## src/rtl/flag_alu_pkg.sv

```systemverilog
package flag_alu_pkg;

    localparam int OP_W = 4;

    typedef enum logic [OP_W-1:0] {
        OP_ADD = 4'd0,
        OP_MUL = 4'd1,
        OP_SUB = 4'd2,
        OP_SLL = 4'd3,
        OP_SRL = 4'd4,
        OP_SRA = 4'd5,
        OP_AND = 4'd6,
        OP_OR  = 4'd7,
        OP_NOT = 4'd8,
        OP_XOR = 4'd9,
        OP_CMP = 4'd10
    } alu_op_e;

    typedef struct packed {
        logic carry;
        logic ovf;
        logic lt;
        logic eq;
        logic zero;
    } alu_flags_t;

endpackage

```

## src/rtl/flag_alu_addsub.sv

```systemverilog
module flag_alu_addsub #(
    parameter int W = 32
) (
    input  logic [W-1:0] a,
    input  logic [W-1:0] b,
    input  logic         sub,
    output logic [W-1:0] sum,
    output logic         cout
);
    logic [W:0]   total;
    logic [W-1:0] b_eff;

    always_comb begin
        b_eff = sub ? ~b : b;
        total = {1'b0, a} + {1'b0, b_eff} + {{W{1'b0}}, sub};
        sum   = total[W-1:0];
        cout  = total[W];
    end
endmodule

```

## src/rtl/flag_alu_mul.sv

```systemverilog
module flag_alu_mul #(
    parameter int W = 32
) (
    input  logic [W-1:0] a,
    input  logic [W-1:0] b,
    output logic [W-1:0] lo,
    output logic         hi_nz
);
    localparam int PW = 2 * W;

    logic [PW-1:0] prod;

    always_comb begin
        prod  = {{W{1'b0}}, a} * {{W{1'b0}}, b};
        lo    = prod[W-1:0];
        hi_nz = |prod[PW-1:W];
    end
endmodule

```

## src/rtl/flag_alu_shift.sv

```systemverilog
module flag_alu_shift #(
    parameter int W   = 32,
    parameter int SHW = $clog2(W)
) (
    input  logic [W-1:0]   a,
    input  logic [SHW-1:0] amt,
    input  logic           left,
    input  logic           arith,
    output logic [W-1:0]   y
);
    logic [W-1:0] a_rev;
    logic [W-1:0] src;
    logic [W-1:0] out_rev;
    logic [W-1:0] stage [SHW+1];
    logic         fill;

    // bit reversal lets one right-shifting network also shift left
    for (genvar i = 0; i < W; i++) begin : g_rev
        assign a_rev[i]   = a[W-1-i];
        assign out_rev[i] = stage[SHW][W-1-i];
    end

    assign fill     = arith & ~left & a[W-1];
    assign src      = left ? a_rev : a;
    assign stage[0] = src;

    for (genvar k = 0; k < SHW; k++) begin : g_stage
        localparam int D = 1 << k;
        assign stage[k+1] = amt[k] ? {{D{fill}}, stage[k][W-1:D]} : stage[k];
    end

    assign y = left ? out_rev : stage[SHW];
endmodule

```

## src/rtl/flag_alu.sv

```systemverilog
module flag_alu
    import flag_alu_pkg::*;
#(
    parameter int WIDTH = 32
) (
    input  logic [3:0]       op,
    input  logic [WIDTH-1:0] a,
    input  logic [WIDTH-1:0] b,
    output logic [WIDTH-1:0] res,
    output logic             carry_o,
    output logic             ovf_o,
    output logic             lt_o,
    output logic             eq_o,
    output logic             zero_o
);
    localparam int SHW = $clog2(WIDTH);

    alu_op_e          op_e;
    logic             sub_sel;
    logic [WIDTH-1:0] as_sum;
    logic             as_cout;
    logic [WIDTH-1:0] mul_lo;
    logic             mul_hi;
    logic [WIDTH-1:0] sh_y;
    logic             sh_left;
    logic             sh_arith;
    logic [WIDTH-1:0] res_d;
    alu_flags_t       flags_d;

    assign op_e     = alu_op_e'(op);
    assign sub_sel  = (op_e == OP_SUB) || (op_e == OP_CMP);
    assign sh_left  = (op_e == OP_SLL);
    assign sh_arith = (op_e == OP_SRA);

    flag_alu_addsub #(.W(WIDTH)) u_addsub (
        .a    (a),
        .b    (b),
        .sub  (sub_sel),
        .sum  (as_sum),
        .cout (as_cout)
    );

    flag_alu_mul #(.W(WIDTH)) u_mul (
        .a     (a),
        .b     (b),
        .lo    (mul_lo),
        .hi_nz (mul_hi)
    );

    flag_alu_shift #(.W(WIDTH), .SHW(SHW)) u_shift (
        .a     (a),
        .amt   (b[SHW-1:0]),
        .left  (sh_left),
        .arith (sh_arith),
        .y     (sh_y)
    );

    always_comb begin
        res_d   = '0;
        flags_d = '0;
        unique case (op_e)
            OP_ADD: begin
                res_d         = as_sum;
                flags_d.carry = as_cout;
            end
            OP_SUB: begin
                res_d         = as_sum;
                flags_d.carry = as_cout;
            end
            OP_MUL: begin
                res_d       = mul_lo;
                flags_d.ovf = mul_hi;
            end
            OP_SLL, OP_SRL, OP_SRA: res_d = sh_y;
            OP_AND: res_d = a & b;
            OP_OR:  res_d = a | b;
            OP_NOT: res_d = ~a;
            OP_XOR: res_d = a ^ b;
            OP_CMP: begin
                // subtract path: no borrow means a >= b
                flags_d.lt = ~as_cout;
                flags_d.eq = (as_sum == '0);
            end
            default: res_d = '0;
        endcase
        if (op_e != OP_CMP && op <= 4'd9) begin
            flags_d.zero = (res_d == '0);
        end
    end

    assign res     = res_d;
    assign carry_o = flags_d.carry;
    assign ovf_o   = flags_d.ovf;
    assign lt_o    = flags_d.lt;
    assign eq_o    = flags_d.eq;
    assign zero_o  = flags_d.zero;
endmodule

```

## config.mk

```make
export PLATFORM = sky130hd
export DESIGN_NAME = flag_alu
export DESIGN_NICKNAME = d
export VERILOG_FILES = /design/src/rtl/flag_alu_pkg.sv /design/src/rtl/flag_alu_addsub.sv /design/src/rtl/flag_alu_mul.sv /design/src/rtl/flag_alu_shift.sv /design/src/rtl/flag_alu.sv
export SDC_FILE = /design/constraint.sdc
export NUM_CORES = 2
export LEC_CHECK = 0
export ABC_AREA = 1
export BUFFER_PORTS_ARGS = -buffer_cell sky130_fd_sc_hd__clkbuf_2
export CORE_ASPECT_RATIO = 0.5
export CORE_UTILIZATION = 46
export DETAILED_ROUTE_END_ITERATION = 6
export PLACE_DENSITY_LB_ADDON = 0.15
export SLEW_MARGIN = 5
export SYNTH_ARGS = -nofsm -noshare
export SYNTH_HDL_FRONTEND = slang
export SYNTH_HIERARCHICAL = 1
export SYNTH_SLANG_ARGS = --single-unit
```

## constraint.sdc

```tcl
create_clock -name vclk -period 8.2
set_clock_uncertainty 0.1 [all_clocks]
set_input_delay 1.23 -clock vclk [all_inputs]
set_output_delay 1.23 -clock vclk [all_outputs]
set_load 0.02 [all_outputs]
```

Word level (Yosys, flattened, before mapping)
Cells that the tools add are included.
Widths: inputs -> output; s select.
{ "totals": {"output_inout_bits": 37, "elab_cells": 45, "ff_bits": 0, "input_bits": 68} }
{ "classes": {"muxes": 13, "order_cmp": 1, "n_mul": 1, "eq_ne": 11, "bitwise": 9, "n_addsub": 2, "reduce_logical": 8} }
{ "op_table": {"columns": ["op", "n"], "rows": [
  ["$mux 32", 8],
  ["$pmux 32 s7", 1],
  ["$logic_not 32->1", 2],
  ["$mul 32x32->64", 1],
  ["$not 32->32", 2],
  ["$add 32x32->33", 1],
  ["$add 33x1->33", 1],
  ["$and 32x32->32", 1],
  ["$or 32x32->32", 1],
  ["$reduce_or 32->1", 1],
  ["$xor 32x32->32", 1],
  ["$eq 4x3->1 const B", 4],
  ["$eq 4x4->1 const B", 3],
  ["$eq 4x2->1 const B", 2],
  ["$eq 4x1->1 const B", 1],
  ["$le 4x4->1 const B", 1],
  ["$logic_not 4->1", 1],
  ["$ne 4x4->1 const B", 1],
  ["$mux 1", 3],
  ["$reduce_or 3->1", 1],
  ["$and 1x1->1", 2],
  ["$mux 2", 1],
  ["$not 1->1", 2],
  ["$reduce_or 2->1", 1],
  ["other kinds (2)", 2]
]} }

Logic depth before layout (Yosys ltp)
{ "logic_depth": {"word_depth": 13, "mapped_depth": 39, "depth_no_buf": 38} }

Modules after synthesis
The synthesis kept the hierarchy.
{ "modules_own_cells": {"columns": ["module", "area_per_inst_um2", "n_inst", "cells_per_inst", "seq_area_each_um2"], "rows": [
  ["flag_alu_mul", 35696.7, 1, 4848, 0.0],
  ["flag_alu", 3281.9, 1, 679, 0.0],
  ["flag_alu_shift", 2631.3, 1, 557, 0.0],
  ["flag_alu_addsub", 2627.5, 1, 484, 0.0]
]} }

Least setup slack after synthesis
No wires, ideal clock.
{ "synth_path": {"path_kind": "input to output", "start": "input port a[10]", "end": "output port zero_o", "slack_ps": -824, "path_stages": 36, "t_required_ps": 6870, "path_buffers": 1, "t_arrival_ps": 7694, "path_cell_list": "clkbuf_1 nand2_1 inv_1 fa_1 inv_1 fa_1 inv_1 fa_1 inv_1 fa_1 inv_1 fa_1 fa_1 fa_1 inv_1 fa_1 inv_1 ha_1 nand2_1 inv_1 nand2_1 nand2_1 inv_1 nand2_1 a21oi_1 nand2_2 xor2_1 nand2_1 nand2_1 nor2_1 nand2_1 nor2_1 nand2_1 nor2_1 nand2_1 nor2_1"} }
{ "synth_between": {"word_cells_on_any_way": 17, "classes_between": "2 x add/sub; 1 x mul; 9 x mux; 4 x bitwise; 1 x reduce/logical"} }
{ "synth_rtl": {"columns": ["element", "line", "source"], "rows": [
  ["start, declared", "flag_alu.sv:7", "input logic [WIDTH-1:0] a,"],
  ["$mul 32x32->64", "flag_alu_mul.sv:14", "prod = {{W{1'b0}}, a} * {{W{1'b0}}, b};"],
  ["named net mul_lo[28]", "flag_alu.sv:22", "logic [WIDTH-1:0] mul_lo;"],
  ["$pmux 32 s7", "flag_alu.sv:61", "unique case (op_e)"],
  ["named net res[28]", "flag_alu.sv:9", "output logic [WIDTH-1:0] res,"],
  ["$logic_not 32->1", "flag_alu.sv:87", "flags_d.zero = (res_d == '0);"],
  ["$mux 1", "flag_alu.sv:86", "if (op_e != OP_CMP && op <= 4'd9) begin"],
  ["end, declared", "flag_alu.sv:14", "output logic zero_o"]
]} }
The timed path passes the listed nets, and every way through them passes these cells.

Worst setup path after layout
{ "layout_path": {"start": "input port b[2]", "end": "output port ovf_o"} }
{ "layout_between": {"elab_chain_len": 3} }
{ "layout_rtl": {"columns": ["element", "line", "source"], "rows": [
  ["start, declared", "flag_alu.sv:8", "input logic [WIDTH-1:0] b,"],
  ["$mul 32x32->64", "flag_alu_mul.sv:14", null],
  ["$reduce_or 32->1", "flag_alu_mul.sv:16", "hi_nz = |prod[PW-1:W];"],
  ["named net mul_hi", "flag_alu.sv:23", "logic mul_hi;"],
  ["$mux 1", "flag_alu.sv:61", null],
  ["end, declared", "flag_alu.sv:11", "output logic ovf_o,"]
]} }
The timed path passes the listed nets, and every way through them passes these cells.

==> results.md <==
| Group | Quantity | Value |
| --- | --- | --- |
| floorplan | Core Area | 0.09410 mm2 |
| sta | Setup TNS | -20.68 ns |
| worst setup path | Critical path start-end classification | in2out |
| floorplan | Die height | 221.3 um |
| worst setup path | Delay contributed by the slowest stage of the critical path | 0.55 ns |
| floorplan | Boundary pin count | 105 |
| synthesis | Dominant cell type by area after synthesis | fa_1 |
| drt | Drt via density | 5.165 |
| hold path | Endpoint with the worst hold slack | lt_o |
| place | Area after DPL | 0.05049 mm2 |
| synthesis | Main area contributors after synthesis | fa_1, nand2_1, inv_1 |
| synthesis | Post-Synth XOR/XNOR Area | 1.564% |
| sta | Highest Clock Rate | 0.1048 GHz |
| synthesis | Multiplexer area fraction after synthesis | 0% |
| synthesis | Syn. warnings | 6 |
| sta | PnR worst setup slack | -1.346 ns |
| final layout | Count of nets after finishing | 8349 |
| synthesis | Simple-gate share of the synthesized area | 27.82% |
| synthesis | Net count of the mapped netlist | 7894 |
| global route | First-pass GRT wire length | 264.2 mm |
| synthesis | Count of different cell masters after synthesis | 43 |
| floorplan | Die area | 0.09749 mm2 |
| hold path | Hold Path Depth | 3 |
| sta | Final setup violation count | 25 |
| final layout | Combined flip-flop and latch cell area | 0 um2 |
| synthesis | Ranking of synthesized cells by instance count | nand2_1, inv_1, fa_1 |
| synthesis | Synthesized area per cell | 6.735 um2 |
| floorplan | Initial cell density of the core | 47.01% |
| synthesis | Proportion of netlist area held by the largest area contributor | 40.59% |
| worst setup path | Highest-delay cell along the critical path | fa_1 |
| place | # port buffers | 105 |
| sta | Share of the clock period used by the worst path | 116.4% |
| drt | Post-DRT Antenna Nets | 0 |
| worst setup path | Most frequent cell on the critical path | fa_1 |
| synthesis | Portion of the post-synthesis area used by sequential elements | 0% |
| global route | Number of antenna violations at the first check in global routing | 13 |
| sta | Setup repair after global routing missed its margin | true |
| global route | Vias in the first global route | 43660 |
| run | Max Cap Violations | 0 |
| synthesis | Area of the mapped netlist | 0.04424 mm2 |
| worst setup path | Startpoint type of the worst setup path | primary input |
| outcome | Violated checks | setup timing |
| sta | Number of failing hold endpoints at the final stage | 0 |
| clocking | Total of hold buffers inserted after clock tree synthesis | 0 |
| global route | GRT Total Usage | 35.89% |
| hold path | Hold path startpoint | op[2] |
| sta | Tightest hold margin | 2.830 ns |
| sta | Relative slew slack | 25.69% |
| synthesis | Area share of fa/ha/maj cells after synthesis | 50.80% |
| sta | Max-slew violation total from the final report | 0 |
| global route | Pin count of the biggest net entering global routing | 65 |
| final layout | Fraction of final layout cells sized beyond drive strength 1 | 19.29% |
| sta | Actual slew at the worst max-slew pin | 1.113 ns |
| synthesis | Number of cells produced by synthesis | 6568 |
| drt | Wire length reported by the detailed router | 176.7 mm |
| outcome | Outcome | finished with violations |
| worst setup path | Required time at the worst-slack endpoint | 6.87 ns |
| hold path | Tightest Hold Check Type | in2out |
| worst setup path | Data arrival, critical path | 8.22 ns |
| final layout | Sequential cell count | 0 |
| final layout | Area Overhead vs Synth | 22.75% |
| drt | Number of detailed-routing iterations run before antenna repair | 6 |
| worst setup path | Critical path fanouts, max | 8 |
| place | Global placer's final weighted congestion | 0.9816 |
| synthesis | Most frequently used cell type in the post-synthesis netlist | nand2_1 |
| synthesis | Synth Area in Compound Gates | 1.853% |
| floorplan | Standard-cell row count | 79 |
| final layout | Count of clock-net buffers in the final layout | 0 |
| drt | Routed wire length per instance | 21.33 um |
| place | HPWL after DPL | 145.8 mm |
| floorplan | Die X | 440.6 um |
| sta | Min Clock Period, post-route | 9.546 ns |
| global route | Overall overflow remaining after global route | 0 |
| synthesis | Dominant combinational cell family by area after synthesis | adder cells |
| drt | DRC viols | 0 |
| worst setup path | Critical Path Sink Type | primary output |
| drt | Vias post-DR | 42780 |
| final layout | Layout Cell Area excl Fill | 0.05430 mm2 |
| drt | Initial DRC Count | 4138 |
## metrics by stage
stage	std cells	utilization, %	worst slack (ns)
6_report	8284	57.71	-1.346
2_1_floorplan	6568	-	-0.5033
3_5_place_dp	8199	53.66	-1.777
3_3_place_gp	8199	53.66	-1.830
5_1_grt	8277	57.69	-1.604
4_1_cts	8236	55.68	-1.341
## placed cells by master, fill, tap and decap left out, types with 103 or more instances in the layout
master and count:
nor2_1 182, ha_1 315, inv_2 114, nand2_2 191
inv_1 1699, buf_12 103, nand2_1 2030, fa_1 855
nand3_1 336, buf_4 434
## final cells by class
cell class | count | area (um2)
Multi-Input combinational cell | 4491 | 38640
Fill cell | 9020 | 39800
Antenna cell | 8 | 20.02
Tap cell | 1255 | 1570
Inverter | 1815 | 6818
Timing Repair Buffer | 715 | 7257
## kinds of logic after synthesis
| family | count (synthesis) |
|---|---|
| adders and majority gates | 1258 |
| xor gates and xnor gates | 79 |
| buffers and inverters | 2077 |
| AOI/OAI and AO/OA | 150 |
| and+or+nand+nor | 3004 |
## layer usage
metal	GRT usage (%)	up-vias	routed length [um]
met5	0	-	34
met4	9.622	4	5675
met3	4.789	266	16710
met2	55.23	1841	75650
met1	52.81	21110	78600
li1	-	19570	-
## worst max-delay path by stage
stage / endpoint / startpoint / cells past startpoint / slack [ns]
2_1_floorplan: zero_o / b[19] / 34 / -0.50
3_3_place_gp: ovf_o / b[17] / 29 / -1.83
3_5_place_dp: ovf_o / b[17] / 29 / -1.78
4_1_cts: ovf_o / a[8] / 37 / -1.34
5_1_grt: ovf_o / b[6] / 31 / -1.60
6_report: ovf_o / b[2] / 35 / -1.35
## critical path: cells and delay by family
family	cells	cell delay, ns
simple gates	15	1.52
fa+ha+maj	9	4.34
buf+inv	11	1.13
## what timing repair did
action,4_1_cts,5_1_grt
endpoints found under the setup margin,26,26
setup buffers,38,42
resized for setup,379,465
pin swaps,162,285
gates cloned,3,8
Power is not shown: default switching activity piles up to over one toggle a cycle in this logic, so the estimate is an artifact.
